===== config.mk =====
export PLATFORM = sky130hd
export DESIGN_NAME = exc_entry_seq
export DESIGN_NICKNAME = d
export VERILOG_FILES = /design/src/rtl/exc_pkg.sv /design/src/rtl/exc_prio_arb.sv /design/src/rtl/exc_flag_push.sv /design/src/rtl/exc_entry_seq.sv
export SDC_FILE = /design/constraint.sdc
export NUM_CORES = 1
export LEC_CHECK = 0
export BUFFER_PORTS_ARGS = -buffer_cell sky130_fd_sc_hd__buf_2
export CORE_ASPECT_RATIO = 1.75
export CORE_MARGIN = 10
export CORE_UTILIZATION = 50
export CTS_BUF_LIST = sky130_fd_sc_hd__clkbuf_8
export DETAILED_ROUTE_END_ITERATION = 12
export PLACE_DENSITY = 0.87
export SYNTH_ARGS = -nofsm -noshare
export SYNTH_HDL_FRONTEND = slang
export SYNTH_HIERARCHICAL = 1
export SYNTH_SLANG_ARGS = --single-unit

===== constraint.sdc =====
create_clock -name clk -period 2.3 [get_ports clk]
set_input_delay 0.46 -clock clk [delete_from_list [all_inputs] [get_ports clk]]
set_output_delay 0.46 -clock clk [all_outputs]
set_load 0.02 [all_outputs]

===== src/rtl/exc_pkg.sv =====
package exc_pkg;
    localparam int XLEN  = 32;
    localparam int VEC_W = 8;
    localparam int NCAUSE = 4;

    typedef enum logic [1:0] {
        CAUSE_BFLT = 2'd0,
        CAUSE_NMI  = 2'd1,
        CAUSE_BRK  = 2'd2,
        CAUSE_IRQ  = 2'd3
    } exc_cause_e;

    typedef enum logic [2:0] {
        ST_IDLE  = 3'd0,
        ST_SAVE  = 3'd1,
        ST_FETCH = 3'd2,
        ST_WAIT  = 3'd3,
        ST_DONE  = 3'd4
    } exc_state_e;

    typedef struct packed {
        exc_state_e       state;
        exc_cause_e       cause;
        logic [VEC_W-1:0] vec;
        logic [XLEN-1:0]  fetch_addr;
        logic [XLEN-1:0]  ret_addr;
        logic [XLEN-1:0]  flags_lat;
        logic [XLEN-1:0]  sp_lat;
        logic [XLEN-1:0]  ksp_lat;
        logic             in_slot;
        logic [XLEN-1:0]  ret_ptr;
        logic [XLEN-1:0]  nmi_ret_ptr;
        logic [XLEN-1:0]  cause_word;
        logic [XLEN-1:0]  usr_sp;
        logic [XLEN-1:0]  pc_new;
        logic [XLEN-1:0]  flags_new;
        logic [XLEN-1:0]  sp_new;
        logic             swap;
        logic             fatal;
    } exc_regs_t;
endpackage


===== src/rtl/exc_prio_arb.sv =====
module exc_prio_arb #(
    parameter int N  = 4,
    parameter int VW = 8,
    localparam int IW = (N > 1) ? $clog2(N) : 1
) (
    input  logic [N-1:0]         req,
    input  logic [N-1:0][VW-1:0] vec_in,
    output logic                 any,
    output logic [IW-1:0]        idx,
    output logic [VW-1:0]        vec
);
    // index 0 has the highest priority
    always_comb begin
        any = 1'b0;
        idx = '0;
        vec = '0;
        for (int i = N - 1; i >= 0; i--) begin
            if (req[i]) begin
                any = 1'b1;
                idx = IW'(i);
                vec = vec_in[i];
            end
        end
    end
endmodule


===== src/rtl/exc_flag_push.sv =====
module exc_flag_push #(
    parameter int W     = 32,
    parameter int KEEP  = 2,
    parameter int SHIFT = 10,
    localparam int MOVE = W - KEEP - SHIFT
) (
    input  logic [W-1:0] flags_in,
    output logic [W-1:0] flags_out
);
    assign flags_out = {flags_in[W-1 -: KEEP], flags_in[MOVE-1:0], {SHIFT{1'b0}}};
endmodule


===== src/rtl/exc_entry_seq.sv =====
module exc_entry_seq
    import exc_pkg::*;
#(
    parameter int DS_W    = 2,
    parameter int U_BIT   = 8,
    parameter int M_BIT   = 9,
    parameter int KEEP_HI = 2,
    parameter int PUSH    = 10,
    parameter int IDX_LSB = 8,
    localparam int IW     = $clog2(NCAUSE)
) (
    input  logic             clk,
    input  logic             rst_n,
    input  logic             req_bfault,
    input  logic             req_nmi,
    input  logic             req_brk,
    input  logic             req_irq,
    input  logic [VEC_W-1:0] brk_vec,
    input  logic [VEC_W-1:0] bf_vec,
    input  logic [VEC_W-1:0] irq_vec,
    input  logic [XLEN-1:0]  cur_pc,
    input  logic [DS_W-1:0]  dly_slot_off,
    input  logic [XLEN-1:0]  base_addr,
    input  logic [XLEN-1:0]  flags_cur,
    input  logic [XLEN-1:0]  sp_cur,
    input  logic [XLEN-1:0]  kern_sp,
    output logic             mem_req,
    output logic [XLEN-1:0]  mem_addr,
    input  logic             mem_rvalid,
    input  logic [XLEN-1:0]  mem_rdata,
    output logic [XLEN-1:0]  ret_ptr,
    output logic [XLEN-1:0]  nmi_ret_ptr,
    output logic [XLEN-1:0]  cause_word,
    output logic [XLEN-1:0]  usr_sp_save,
    output logic [XLEN-1:0]  pc_new,
    output logic [XLEN-1:0]  flags_new,
    output logic [XLEN-1:0]  sp_new,
    output logic             sp_we,
    output logic             dly_clr,
    output logic             done,
    output logic             fatal
);
    exc_regs_t q, d;

    logic [NCAUSE-1:0]            req_vec;
    logic [NCAUSE-1:0][VEC_W-1:0] vec_arr;
    logic                         arb_any;
    logic [IW-1:0]                arb_idx;
    logic [VEC_W-1:0]             arb_vec;
    logic [XLEN-1:0]              flags_pre;
    logic [XLEN-1:0]              flags_pushed;

    assign req_vec = {req_irq, req_brk, req_nmi, req_bfault};
    assign vec_arr[CAUSE_BFLT] = bf_vec;
    assign vec_arr[CAUSE_NMI]  = '0;
    assign vec_arr[CAUSE_BRK]  = brk_vec;
    assign vec_arr[CAUSE_IRQ]  = irq_vec;

    exc_prio_arb #(.N(NCAUSE), .VW(VEC_W)) u_arb (
        .req    (req_vec),
        .vec_in (vec_arr),
        .any    (arb_any),
        .idx    (arb_idx),
        .vec    (arb_vec)
    );

    always_comb begin
        flags_pre = q.flags_lat;
        if (q.cause == CAUSE_NMI) flags_pre[M_BIT] = 1'b0;
    end

    exc_flag_push #(.W(XLEN), .KEEP(KEEP_HI), .SHIFT(PUSH)) u_push (
        .flags_in  (flags_pre),
        .flags_out (flags_pushed)
    );

    always_comb begin
        d = q;
        unique case (q.state)
            ST_IDLE: begin
                if (arb_any) begin
                    d.state      = ST_SAVE;
                    d.cause      = exc_cause_e'(arb_idx);
                    d.vec        = arb_vec;
                    d.fetch_addr = base_addr + (XLEN'(arb_vec) << 2);
                    d.ret_addr   = cur_pc - XLEN'(dly_slot_off);
                    d.in_slot    = (dly_slot_off != '0);
                    d.flags_lat  = flags_cur;
                    d.sp_lat     = sp_cur;
                    d.ksp_lat    = kern_sp;
                end
            end
            ST_SAVE: begin
                if (q.cause == CAUSE_NMI) d.nmi_ret_ptr = q.ret_addr;
                else                      d.ret_ptr     = q.ret_addr;
                d.cause_word = XLEN'(q.vec) << IDX_LSB;
                d.state      = ST_FETCH;
            end
            ST_FETCH: d.state = ST_WAIT;
            ST_WAIT: begin
                if (mem_rvalid) begin
                    d.pc_new    = mem_rdata;
                    d.flags_new = flags_pushed;
                    d.swap      = q.flags_lat[U_BIT];
                    if (q.flags_lat[U_BIT]) begin
                        d.usr_sp = q.sp_lat;
                        d.sp_new = q.ksp_lat;
                    end else begin
                        d.sp_new = q.sp_lat;
                    end
                    d.state = ST_DONE;
                end
            end
            ST_DONE: d.state = ST_IDLE;
            default: d.state = ST_IDLE;
        endcase
        if (q.state != ST_IDLE && q.cause == CAUSE_BFLT && req_bfault)
            d.fatal = 1'b1;
    end

    always_ff @(posedge clk or negedge rst_n) begin
        if (!rst_n) q <= '0;
        else        q <= d;
    end

    assign done        = (q.state == ST_DONE);
    assign mem_req     = (q.state == ST_FETCH);
    assign mem_addr    = q.fetch_addr;
    assign ret_ptr     = q.ret_ptr;
    assign nmi_ret_ptr = q.nmi_ret_ptr;
    assign cause_word  = q.cause_word;
    assign usr_sp_save = q.usr_sp;
    assign pc_new      = q.pc_new;
    assign flags_new   = q.flags_new;
    assign sp_new      = q.sp_new;
    assign sp_we       = done & q.swap;
    assign dly_clr     = done & q.in_slot;
    assign fatal       = q.fatal;
endmodule


Word level (Yosys, flattened, before mapping) --
Cells that the tools add are included.
Cells by class: add/sub/neg operators 2, multipliers 0, divide/modulo/power cells 0, $lt $le $gt $ge 0, eq/ne operators 7, shift-type cells 0, mux-type cells 17, bitwise logic cells 3, reductions and logical operators 12
Operators with widths (count):
- $mux W174 | 1
- $add A32 B10 Y32 | 1
- $mux W32 | 1
- $mux W8 | 4
- $sub A32 B2 Y32 | 1
- $pmux W3 S4 | 1
- $reduce_and A2 Y1 | 5
- $mux W2 | 4
- $eq A3 B2 Y1 const B | 2
- $mux W1 | 5
- $ne A2 B2 Y1 const B | 2
- $eq A3 B1 Y1 const B | 1
- $eq A3 B3 Y1 const B | 1
- $logic_not A3 Y1 | 1
- $mux W3 | 1
- $reduce_and A3 Y1 | 1
- $reduce_bool A3 Y1 | 1
- $and A1 B1 Y1 | 2
- $eq A2 B1 Y1 const B | 1
- $logic_and A1 B1 Y1 | 2
- $logic_not A2 Y1 | 1
- $reduce_bool A2 Y1 | 1
- $not A1 Y1 | 1
Storage, ports and cells: bits in registers 366, latch bits 0, memory bits (writable) 0, ROM bits 0, bits of input ports 225, output and inout bits 261, word-level logic and storage cells 59, memories 0

Depth between registers and ports, before layout --
Gate-level depths: netlist (run 1).
depth in word-level cells 7, depth in mapped cells 13, gate-level depth less buffers 12

Modules after synthesis --
The synthesis (run 1) kept the hierarchy.
Modules (own cells, without submodules):
- exc_entry_seq | instances 1, cells an instance 1767, area an instance 17455.5 um2, sequential area each 9409.0 um2
- exc_flag_push | instances 1, cells an instance 33, area an instance 244.0 um2, sequential area each 0.0 um2
- exc_prio_arb | instances 1, cells an instance 37, area an instance 231.5 um2, sequential area each 0.0 um2

Worst setup path before layout (run 1) --
No wires, ideal clock.
kind input to register, start input req_irq, end register q, in the netlist mem_addr[20], setup time 83 ps, data arrival time 2799 ps, data required time 2217 ps, path slack -582 ps, stages 13, buffers on the path 1, cell sequence nor2b_1 -> buf_2 -> a22oi_1 -> a21oi_1 -> ha_1 -> inv_1 -> fa_1 -> nor2b_1 -> o2111ai_1 -> a31oi_1 -> nand3_1 -> xor2_1 -> o21ai_0
Between the ends: longest elaborated chain between the ends 5, elaborated cells between the ends (all ways) 10, those cells by class add/sub (1); mux (8); reduce/logical (1)
RTL lines:
- start, declared | RTL line exc_entry_seq.sv:17 | input logic req_irq,
- $mux W8 (4 in series) | RTL line exc_prio_arb.sv:18 | if (req[i]) begin
- net arb_vec[0] | RTL line exc_entry_seq.sv:49 | logic [VEC_W-1:0] arb_vec;
- $add A32 B10 Y32 | RTL line exc_entry_seq.sv:85 | d.fetch_addr = base_addr + (XLEN'(arb_vec) << 2);
- end signal, assigned | RTL line exc_entry_seq.sv:122 | if (!rst_n) q <= '0;
- end signal, assigned | RTL line exc_entry_seq.sv:123 | else q <= d;
- end, declared | RTL line exc_entry_seq.sv:43 | exc_regs_t q, d;
The timed path passes the listed nets, and every way through them passes these cells. A chain may end at the register's enable or synchronous reset.

Final worst setup path (run 1) --
start input req_brk, end register q, in the netlist mem_addr[20]
Between the ends: longest elaborated chain between the ends 4, elaborated cells between the ends (all ways) 8, those cells by class add/sub (1); mux (6); reduce/logical (1)
RTL lines:
- start, declared | RTL line exc_entry_seq.sv:16 | input logic req_brk,
- $mux W8 (3 in series) | RTL line exc_prio_arb.sv:18
- net arb_vec[0] | RTL line exc_entry_seq.sv:49
- $add A32 B10 Y32 | RTL line exc_entry_seq.sv:85
The timed path passes the listed nets, and every way through them passes these cells.

==> flow_summary.json, run 1 <==
{
  "finalWirelength_mm": 48.9,
  "synth.avg_cell_area_sq_um": 9.78,
  "clock_power_share_pct": 18.8,
  "cts.sinks": 366,
  "core-area_sq_mm": 0.0346,
  "fin_crit_sh_pct": 99.9,
  "drt-initial-drc-count": 780,
  "crit_path_end_kind": "flip-flop",
  "power.switching_mw": 11.5,
  "syn-cell-area_sq_mm": 0.0176,
  "path_delay_family": "compound AO/OA/AOI/OAI gates",
  "port_buffers": 451,
  "leakage_nw": 10.8,
  "pwr_density_cell_mw_per_mm2": 1380,
  "finalSetupViolations": 0,
  "p_int_mw": 16.3,
  "worstMarginPinSlew_ns": 0.633,
  "yosysWarnings": 6,
  "hold_slack_ns": 0.0610,
  "slew_headroom_pct": 57.8,
  "overflow": 0,
  "antenna_found_initial": 9,
  "status": "complete, no violations",
  "period_needed_ns": 2.30,
  "r2r_cells": 5,
  "maxSlewViolCount": 0,
  "start_kind": "primary input",
  "min_path_type": "primary input to flip-flop",
  "worst-path-max-fanout": 7,
  "gp_congestion": 0.940,
  "critical_path_class": "primary input to flip-flop",
  "crit_slowest_cell": "fa_2",
  "avgViaCountPerCell": 5.07,
  "place_inst": 2461,
  "drive_gt1_share_pct": 36.9,
  "dp_hpwl_mm": 36.3,
  "drc_errors": 0,
  "initial_core_util_pct": 50.8,
  "drv_cap": 0,
  "rows": 90,
  "layout_commonest_cell": "nand2_1",
  "hold-path-cell-count": 3,
  "comb_power_share_pct": 40.7,
  "slowest_delay_ns": 0.39,
  "swShare_pct": 41.4,
  "drt-pass1-iter-count": 5,
  "grt_pass1_wl_mm": 74.7,
  "rrSetupSlack_ns": 0.44,
  "ios": 486,
  "cts_tree": "built",
  "finClkSkew_ns": 0.0367,
  "required_ns": 2.80,
  "cts_buffers": 51,
  "cp.depth": 15,
  "stdcell_count": 2572,
  "clock_latency_ns": 0.61,
  "cp_num_buf_inv": 4,
  "worst_ir_drop_vdd_mv": 0.819,
  "syn_to_final_growth_pct": 15.1,
  "rsz0062_at_grt": "yes",
  "cts_buffer_depth": 3,
  "ant_nets": 0,
  "grt_usage_pct": 21.4,
  "cts_root_buffer": "clkbuf_8",
  "crit_chain": "buf_6 -> nor2b_4 -> buf_6 -> a22oi_2 -> a21oi_2 -> ha_2 -> inv_2 -> fa_2 -> nor2b_2 -> o2111ai_2 -> a31oi_4 -> clkbuf_16 -> nand3_2 -> xor2_1 -> o21ai_1",
  "seqPwrFrac_pct": 40.4,
  "finalHoldViolCount": 0,
  "layout.nets": 2301,
  "crit_top_cell": "buf_6",
  "wl_per_cell_um": 19.0,
  "final_cell_mix": "nand2_1, buf_2, dfrtp_1",
  "first_global_vias": 14000,
  "grt_max_degree": 130,
  "die-area_sq_mm": 0.0433,
  "path_clk_slew_ns": 0.07,
  "chipWidth_um": 162,
  "num_vias": 13000,
  "h-tree-depth": 2,
  "netlist_instances": 1797,
  "timing.fmax_ghz": 0.435,
  "die_h_um": 268,
  "cp.arrival_ns": 2.80
}
## routing by layer
| layer | vias up | part of all wire, % | global-route usage (%) |
|---|---|---|---|
| met2 | 586 | 51 | 37.9 |
| met5 | - | 0.094 | 0 |
| li1 | 6000 | - | - |
| met4 | 6 | 6.3 | 13.7 |
| met1 | 6270 | 36 | 22.2 |
| met3 | 174 | 6.6 | 5.07 |
## layout make-up
type	count	area (sq um)
inverter	8	30.0
clock buffer	64	881
sequential	366	9160
clock inverter	29	190
fill	2747	14300
timing repair buffer	544	3140
tap	460	576
multi-input combinational	1093	6220
antenna	8	20.0
## path summary, 6_finish.rpt
path / from / end
max: req_brk / mem_addr[20]
min: base_addr[0] / mem_addr[0]
max reg2reg: q[399] / mem_addr[31]
min reg2reg: flags_pre[17] / flags_new[27]
max in group asynchronous: rst_n / q[228]
min in group asynchronous: rst_n / mem_addr[9]
## state kept, by name (all words and copies together) (netlist names)
| name | flops |
|---|---|
| usr_sp_save | 32 |
| flags_new | 32 |
| nmi_ret_ptr | 32 |
| cause_word | 8 |
| flags_pre | 21 |
| sp_new | 32 |
| ret_ptr | 32 |
| fatal | 1 |
| mem_addr | 32 |
| pc_new | 32 |
| q | 112 |
## tightest hold or removal path, cell delays in order
cell and delay, ns:
buf_2 0.07, nand2_1 0.04, nand2_1 0.05
## metrics by stage
| step | instance area, sq um | setup WS (ns) | util (%) | power [mW] | TNS, ns |
|---|---|---|---|---|---|
| final | 20200 | 0.00258 | 58.5 | 27.9 | 0 |
| after global routing | 20200 | -0.0830 | 58.5 | 29.6 | -0.540 |
| after CTS | 20000 | 0.0198 | 57.8 | 28.0 | 0 |
| after detailed placement | 18900 | -0.784 | 54.6 | 22.6 | -16.39 |
| after global placement | 18900 | -0.604 | 54.6 | 22.1 | -12.73 |
| after floorplan | 17800 | -0.363 | - | 20.8 | -5.67 |
## power groups by stage
stage / sequential [mW] / clock, mW / combinational [mW]
floorplan: 10.6 / 0 / 10.1
global placement: 11.1 / 0 / 11.0
detailed placement: 11.3 / 0 / 11.3
CTS: 11.2 / 5.36 / 11.4
global route: 11.6 / 5.65 / 12.4
finish: 11.3 / 5.25 / 11.3
## repair_timing
| item | 4_1_cts | 5_1_grt |
|---|---|---|
| gates cloned | 0 | 1 |
| setup endpoints to repair | 14 | 21 |
| resized for setup | 10 | 39 |
| pin swaps | 4 | 23 |
| hold buffers | 1 | 0 |
| endpoints found under the hold margin | 37 | 0 |
| buffers inserted | 1 | 7 |
Note: power is estimated with default switching activity, not from simulation.
==> run 2, diff against run 1 <==
--- a/config.mk
+++ b/config.mk
@@ -14,5 +14,4 @@
 export PLACE_DENSITY = 0.87
 export SYNTH_ARGS = -nofsm -noshare
 export SYNTH_HDL_FRONTEND = slang
-export SYNTH_HIERARCHICAL = 1
 export SYNTH_SLANG_ARGS = --single-unit
==> flow_summary.json, run 2 <==
{
  "synth-edff-count": 0,
  "power_mw": 27.6,
  "crit_path_start": "req_irq",
  "ys_ff_latch": 355,
  "synthArstFlopShare_pct": 100,
  "cts_buffers": 51,
  "r2r_cells": 4,
  "worst-path-max-fanout": 7,
  "die-area_sq_mm": 0.0420,
  "grt_pass1_wl_mm": 77.0,
  "synth_area_leaders": "dfrtp_1, nand2_1, buf_4",
  "dp_hpwl_mm": 38.1,
  "synth_cell_types": 50,
  "cp.depth": 11,
  "leakage_nw": 10.5,
  "cts_root_buffer": "clkbuf_8",
  "grt_usage_pct": 22.7,
  "required_ns": 2.80,
  "worstMarginPinSlew_ns": 0.633,
  "critical_path_class": "primary input to flip-flop",
  "h-tree-depth": 2,
  "ant_nets": 0,
  "timing.fmax_ghz": 0.451,
  "wl_per_cell_um": 19.7,
  "maxSlewViolCount": 0,
  "drv_cap": 0,
  "cp.arrival_ns": 2.72,
  "chipWidth_um": 159,
  "status": "complete, no violations",
  "yosysMostFrequentCell": "nand2_1",
  "drt-initial-drc-count": 696,
  "r2r_end": "nmi_ret_ptr[4]",
  "r2r_start": "q[397]",
  "crit_path_end": "mem_addr[28]",
  "min_path_type": "primary input to flip-flop",
  "yosysWarnings": 0,
  "die_h_um": 264,
  "largest_register_ffs": 111,
  "rrSetupSlack_ns": 0.41,
  "crit_chain": "buf_2 -> nor2b_1 -> buf_4 -> a22oi_1 -> o21ai_0 -> ha_1 -> o211ai_1 -> o211ai_2 -> nand3_2 -> or4_1 -> a31oi_1",
  "finalSetupViolations": 0,
  "drt-pass1-iter-count": 5,
  "cts_buffer_depth": 3,
  "drive_gt1_share_pct": 35.9,
  "fillCellCount": 2748,
  "initial_core_util_pct": 50.5,
  "layout_setup_ws_ns": 0.0809,
  "final_cell_mix": "nand2_1, buf_2, dfrtp_1",
  "final_core_util_pct": 58.8,
  "num_vias": 13200,
  "cts_tree": "built",
  "ios": 486,
  "port_buffers": 441,
  "multiInputGateArea_sq_mm": 0.00606,
  "rows": 89,
  "path_delay_family": "simple AND/OR/NAND/NOR gates",
  "syn-cell-area_sq_mm": 0.0170,
  "register_area_sq_mm": 0.00888,
  "pre_cts_ws_ns": -0.638,
  "fin_crit_sh_pct": 96.5,
  "core-area_sq_mm": 0.0336,
  "clock_latency_ns": 0.59,
  "antenna_found_initial": 7,
  "synth.avg_cell_area_sq_um": 9.74,
  "layout_commonest_cell": "nand2_1",
  "finalHoldViolCount": 0,
  "pwr_density_cell_mw_per_mm2": 1400,
  "path_clk_slew_ns": 0.07,
  "avgViaCountPerCell": 5.22,
  "cts.sinks": 355,
  "ys_top_cells_by_count": "nand2_1, dfrtp_1, buf_4, mux2_2, o21ai_0",
  "cp_num_buf_inv": 2,
  "worst_ir_drop_vdd_mv": 0.888,
  "yosys.area.top_type_share_pct": 52.3,
  "crit_slowest_cell": "or4_1",
  "ys_dominant_reg_cell": "dfrtp_1",
  "drc_errors": 0,
  "synth_top_area_cell": "dfrtp_1",
  "slew_headroom_pct": 57.8,
  "netlist_instances": 1743,
  "min_from": "kern_sp[12]",
  "crit_path_end_kind": "flip-flop",
  "finClkSkew_ns": 0.0191,
  "overflow": 0,
  "finalWirelength_mm": 49.8,
  "layout.nets": 2258,
  "grt_max_degree": 119,
  "finalSetupTns_ns": 0,
  "syn_to_final_growth_pct": 16.4,
  "period_needed_ns": 2.22,
  "slowest_delay_ns": 0.56,
  "first_global_vias": 14100,
  "hold-path-cell-count": 3,
  "start_kind": "primary input",
  "largest-register": "q",
  "gp_congestion": 0.932,
  "yosysSeqAreaShare_pct": 52.3
}
[run 2: cell types whose count changed in the layout (fill, tap and decap cells not counted), moves of 7 or more]
cell | before | now
buf_2 | 448 | 440
conb_1 | 42 | 34
dfrtp_1 | 365 | 354
nand2_1 | 602 | 567
nand3_1 | 7 | 20
nand3_2 | 10 | 1
nand4_1 | 3 | 16
nor2_1 | 21 | 28
o21ai_0 | 70 | 78
o21ai_1 | 20 | 9
or3_1 | 0 | 8
or4_1 | 1 | 11
xor2_1 | 32 | 24
[run 2: worst min-delay path: cells and delay by family]
| family | cells | cell delay, ns |
|---|---|---|
| buf+inv | 1 | 0.07 |
| simple gates | 2 | 0.08 |
[run 2: cell families (layout without fill, tap and decap cells)]
| kind of cell | after synthesis | in the layout | share of synthesized area (%) |
|---|---|---|---|
| and+or+nand+nor | 706 | 706 | 17.2 |
| other | 1 | 39 | 0.0221 |
| DFF | 355 | 355 | 52.3 |
| AOI/OAI and AO/OA | 144 | 144 | 4.91 |
| buffers and inverters | 343 | 631 | 13.4 |
| muxes | 138 | 138 | 8.91 |
| adders and majority gates | 12 | 12 | 0.973 |
| xor gates and xnor gates | 44 | 44 | 2.27 |
[run 2: layout make-up]
type / count / share of cell area [%]
repair buffers: 529 / 15.4
clock buffers: 69 / 4.81
multi-input cells: 1078 / 30.6
diodes: 5 / 0.0633
well taps: 455 / 2.88
inverters: 6 / 0.114
clock inverters: 27 / 1.13
flip-flops and latches: 355 / 45.0
[run 2: what timing repair did]
action	CTS	global route
endpoints found under the setup margin	0	10
endpoints found under the hold margin	47	0
buffers inserted	0	5
hold buffers	1	0
gates resized for setup	0	11
[run 2: how the worst min path moves through the flow]
stage | to | slack (ns)
final | q[239] | 0.07
after global routing | pc_new[15] | 0.04
after CTS | q[239] | 0.03
after detailed placement | mem_addr[16] | 0.44
after global placement | mem_addr[14] | 0.44
after floorplan | cause_word[10] | 0.16
[run 2: through the flow]
step	instance area, sq um	hold WS [ns]	cells
global placement	18500	0.439	2417
detailed placement	18500	0.442	2417
CTS	19700	0.0261	2514
global route	19800	0.0401	2524
floorplan	17200	0.164	1776
finish	19800	0.0701	2524
[run 2: power by group]
group          switching [mW]  total [mW]  leakage [nW]  internal, mW
Sequential               1.87        11.0          4.45          9.11
Clock                    2.46        5.60         0.664          3.14
Combinational            6.90        11.0          5.37          4.12
[run 2: per-layer routing]
metal  global-route usage, %  share of wire, %  routed length, um
met2                    42.4                54              26800
met3                    5.48               6.8               3380
met4                    11.8               4.9               2460
met1                    22.9                35              17200
met5                       0             0.014                  7
==> run 3, diff against run 2 <==
--- a/config.mk
+++ b/config.mk
@@ -5,7 +5,7 @@
 export SDC_FILE = /design/constraint.sdc
 export NUM_CORES = 1
 export LEC_CHECK = 0
-export BUFFER_PORTS_ARGS = -buffer_cell sky130_fd_sc_hd__buf_2
+export BUFFER_PORTS_ARGS = -buffer_cell sky130_fd_sc_hd__buf_4
 export CORE_ASPECT_RATIO = 1.75
 export CORE_MARGIN = 10
 export CORE_UTILIZATION = 50
==> flow_summary.json, run 3 (synthesis gave the netlist of run 2 again) <==
{
  "maxSlewViolCount": 0,
  "grt_pass1_wl_mm": 77.1,
  "grt_max_degree": 119,
  "avgViaCountPerCell": 5.21,
  "dpl_cell_area_sq_mm": 0.0196,
  "critical_path_class": "primary input to flip-flop",
  "min_path_type": "primary input to flip-flop",
  "fin_crit_sh_pct": 99.3,
  "leakage_nw": 10.8,
  "ant_nets": 0,
  "cts_buffers": 51,
  "timing.fmax_ghz": 0.438,
  "drv_cap": 0,
  "gp_congestion": 0.915,
  "cts.sinks": 355,
  "cts_root_buffer": "clkbuf_8",
  "rsz0062_at_grt": "no",
  "antenna_found_initial": 3,
  "hold-path-cell-count": 3,
  "core-area_sq_mm": 0.0336,
  "comb_power_share_pct": 42.3,
  "r2r_end": "mem_addr[22]",
  "rows": 89,
  "ios": 486,
  "stdcell_count": 2517,
  "hold_path_end": "q[241]",
  "die_h_um": 264,
  "rrSetupSlack_ns": 0.31,
  "power.switching_mw": 11.4,
  "r2r_cells": 5,
  "start_kind": "primary input",
  "pwr_density_cell_mw_per_mm2": 1380,
  "r2r_start": "q[399]",
  "post-route-cell-area_sq_mm": 0.0209,
  "clock_power_share_pct": 19.4,
  "drive_gt1_share_pct": 35.8,
  "final_cell_mix": "nand2_1, buf_4, dfrtp_1",
  "finalHoldViolCount": 0,
  "cts_tree": "built",
  "largest-register": "q",
  "swShare_pct": 39.4,
  "syn_to_final_growth_pct": 23.0,
  "drc_errors": 0,
  "path_clk_slew_ns": 0.07,
  "cp.arrival_ns": 2.79,
  "crit_path_end_kind": "flip-flop",
  "place_inst": 2416,
  "chipWidth_um": 159,
  "cts_buffer_depth": 3,
  "port_buffers": 441,
  "initial_core_util_pct": 50.5,
  "worst_ir_drop_vdd_mv": 0.839,
  "wl_per_cell_um": 20.4,
  "layout.nets": 2256,
  "first_global_vias": 13800,
  "clock_latency_ns": 0.60,
  "drt-initial-drc-count": 704,
  "h-tree-depth": 2,
  "p_int_mw": 17.5,
  "seqPwrFrac_pct": 38.3,
  "finClkSkew_ns": 0.0257,
  "die-area_sq_mm": 0.0420,
  "min_from": "kern_sp[14]",
  "fillCellCount": 2655,
  "grt_usage_pct": 23.0,
  "slew_headroom_pct": 58.2,
  "drt-pass1-iter-count": 7,
  "finalSetupViolations": 0,
  "overflow": 0,
  "required_ns": 2.81,
  "period_needed_ns": 2.28,
  "largest_register_ffs": 111,
  "num_vias": 13100,
  "dp_hpwl_mm": 38.8,
  "finalWirelength_mm": 51.3,
  "worstMarginPinSlew_ns": 0.627,
  "worst-path-max-fanout": 7,
  "layout_commonest_cell": "nand2_1",
  "status": "complete, no violations"
}
-- run 3: final cells by class --
class / count / area [sq um] / share of cell area [%]
Multi-Input combinational cell: 1079 / 6070 / 29.0
Inverter: 6 / 22.5 / 0.108
Timing Repair Buffer: 526 / 4180 / 20.0
Sequential cell: 355 / 8880 / 42.5
Tap cell: 455 / 569 / 2.72
Clock buffer: 66 / 908 / 4.35
Clock inverter: 27 / 255 / 1.22
Antenna cell: 3 / 7.51 / 0.0359
-- run 3: power by group through the flow --
stage | clock network, mW | logic (mW) | registers, mW
2_1_floorplan | 0 | 9.53 | 10.3
3_3_place_gp | 0 | 11.9 | 10.9
3_5_place_dp | 0 | 12.3 | 11.1
4_1_cts | 5.71 | 12.3 | 11.0
5_1_grt | 5.96 | 13.2 | 11.3
6_report | 5.60 | 12.2 | 11.1
-- run 3: timing repair --
item,in CTS,in global routing
buffers inserted,0,3
endpoints found under the hold margin,56,0
resized for setup,1,15
setup endpoints to repair,1,9
hold buffers,1,0
pin swaps,0,14
cloned,0,1
-- run 3: worst max-delay path, cell delays in order --
cell and delay [ns]:
buf_4 0.11, nor2b_4 0.11, buf_6 0.14, a22oi_1 0.14
o21ai_1 0.12, ha_2 0.37, o211ai_1 0.11, o211ai_1 0.33
nand3_2 0.19, or4_1 0.49, a31oi_1 0.20
-- run 3: how the worst max path moves through the flow --
| stage | startpoint | end | cells after the start |
|---|---|---|---|
| global route | req_bfault | mem_addr[22] | 11 |
| global placement | req_brk | mem_addr[27] | 11 |
| detailed placement | req_brk | mem_addr[27] | 11 |
| floorplan | req_nmi | mem_addr[28] | 10 |
| CTS | req_brk | mem_addr[27] | 11 |
| finish | req_irq | mem_addr[27] | 11 |
-- run 3: metrics by stage --
stage | hold slack [ns] | setup TNS [ns] | worst slack, ns | utilization, % | total power [mW]
floorplan | 0.164 | -3.49 | -0.382 | - | 19.8
global placement | 0.448 | -9.92 | -0.538 | 58.3 | 22.8
detailed placement | 0.458 | -11.48 | -0.611 | 58.3 | 23.4
CTS | 0.0158 | 0 | 0.00688 | 61.8 | 29.1
global route | 0.0387 | 0 | 0.00145 | 62.1 | 30.5
finish | 0.0533 | 0 | 0.0159 | 62.1 | 28.9
-- run 3: layer usage --
layer,share of wire (%),vias up,GRT usage [%]
li1,-,5964,-
met1,34,6306,22.9
met2,53,662,42.0
met3,6.9,178,5.57
met4,5.9,0,13.9
met5,0,-,0
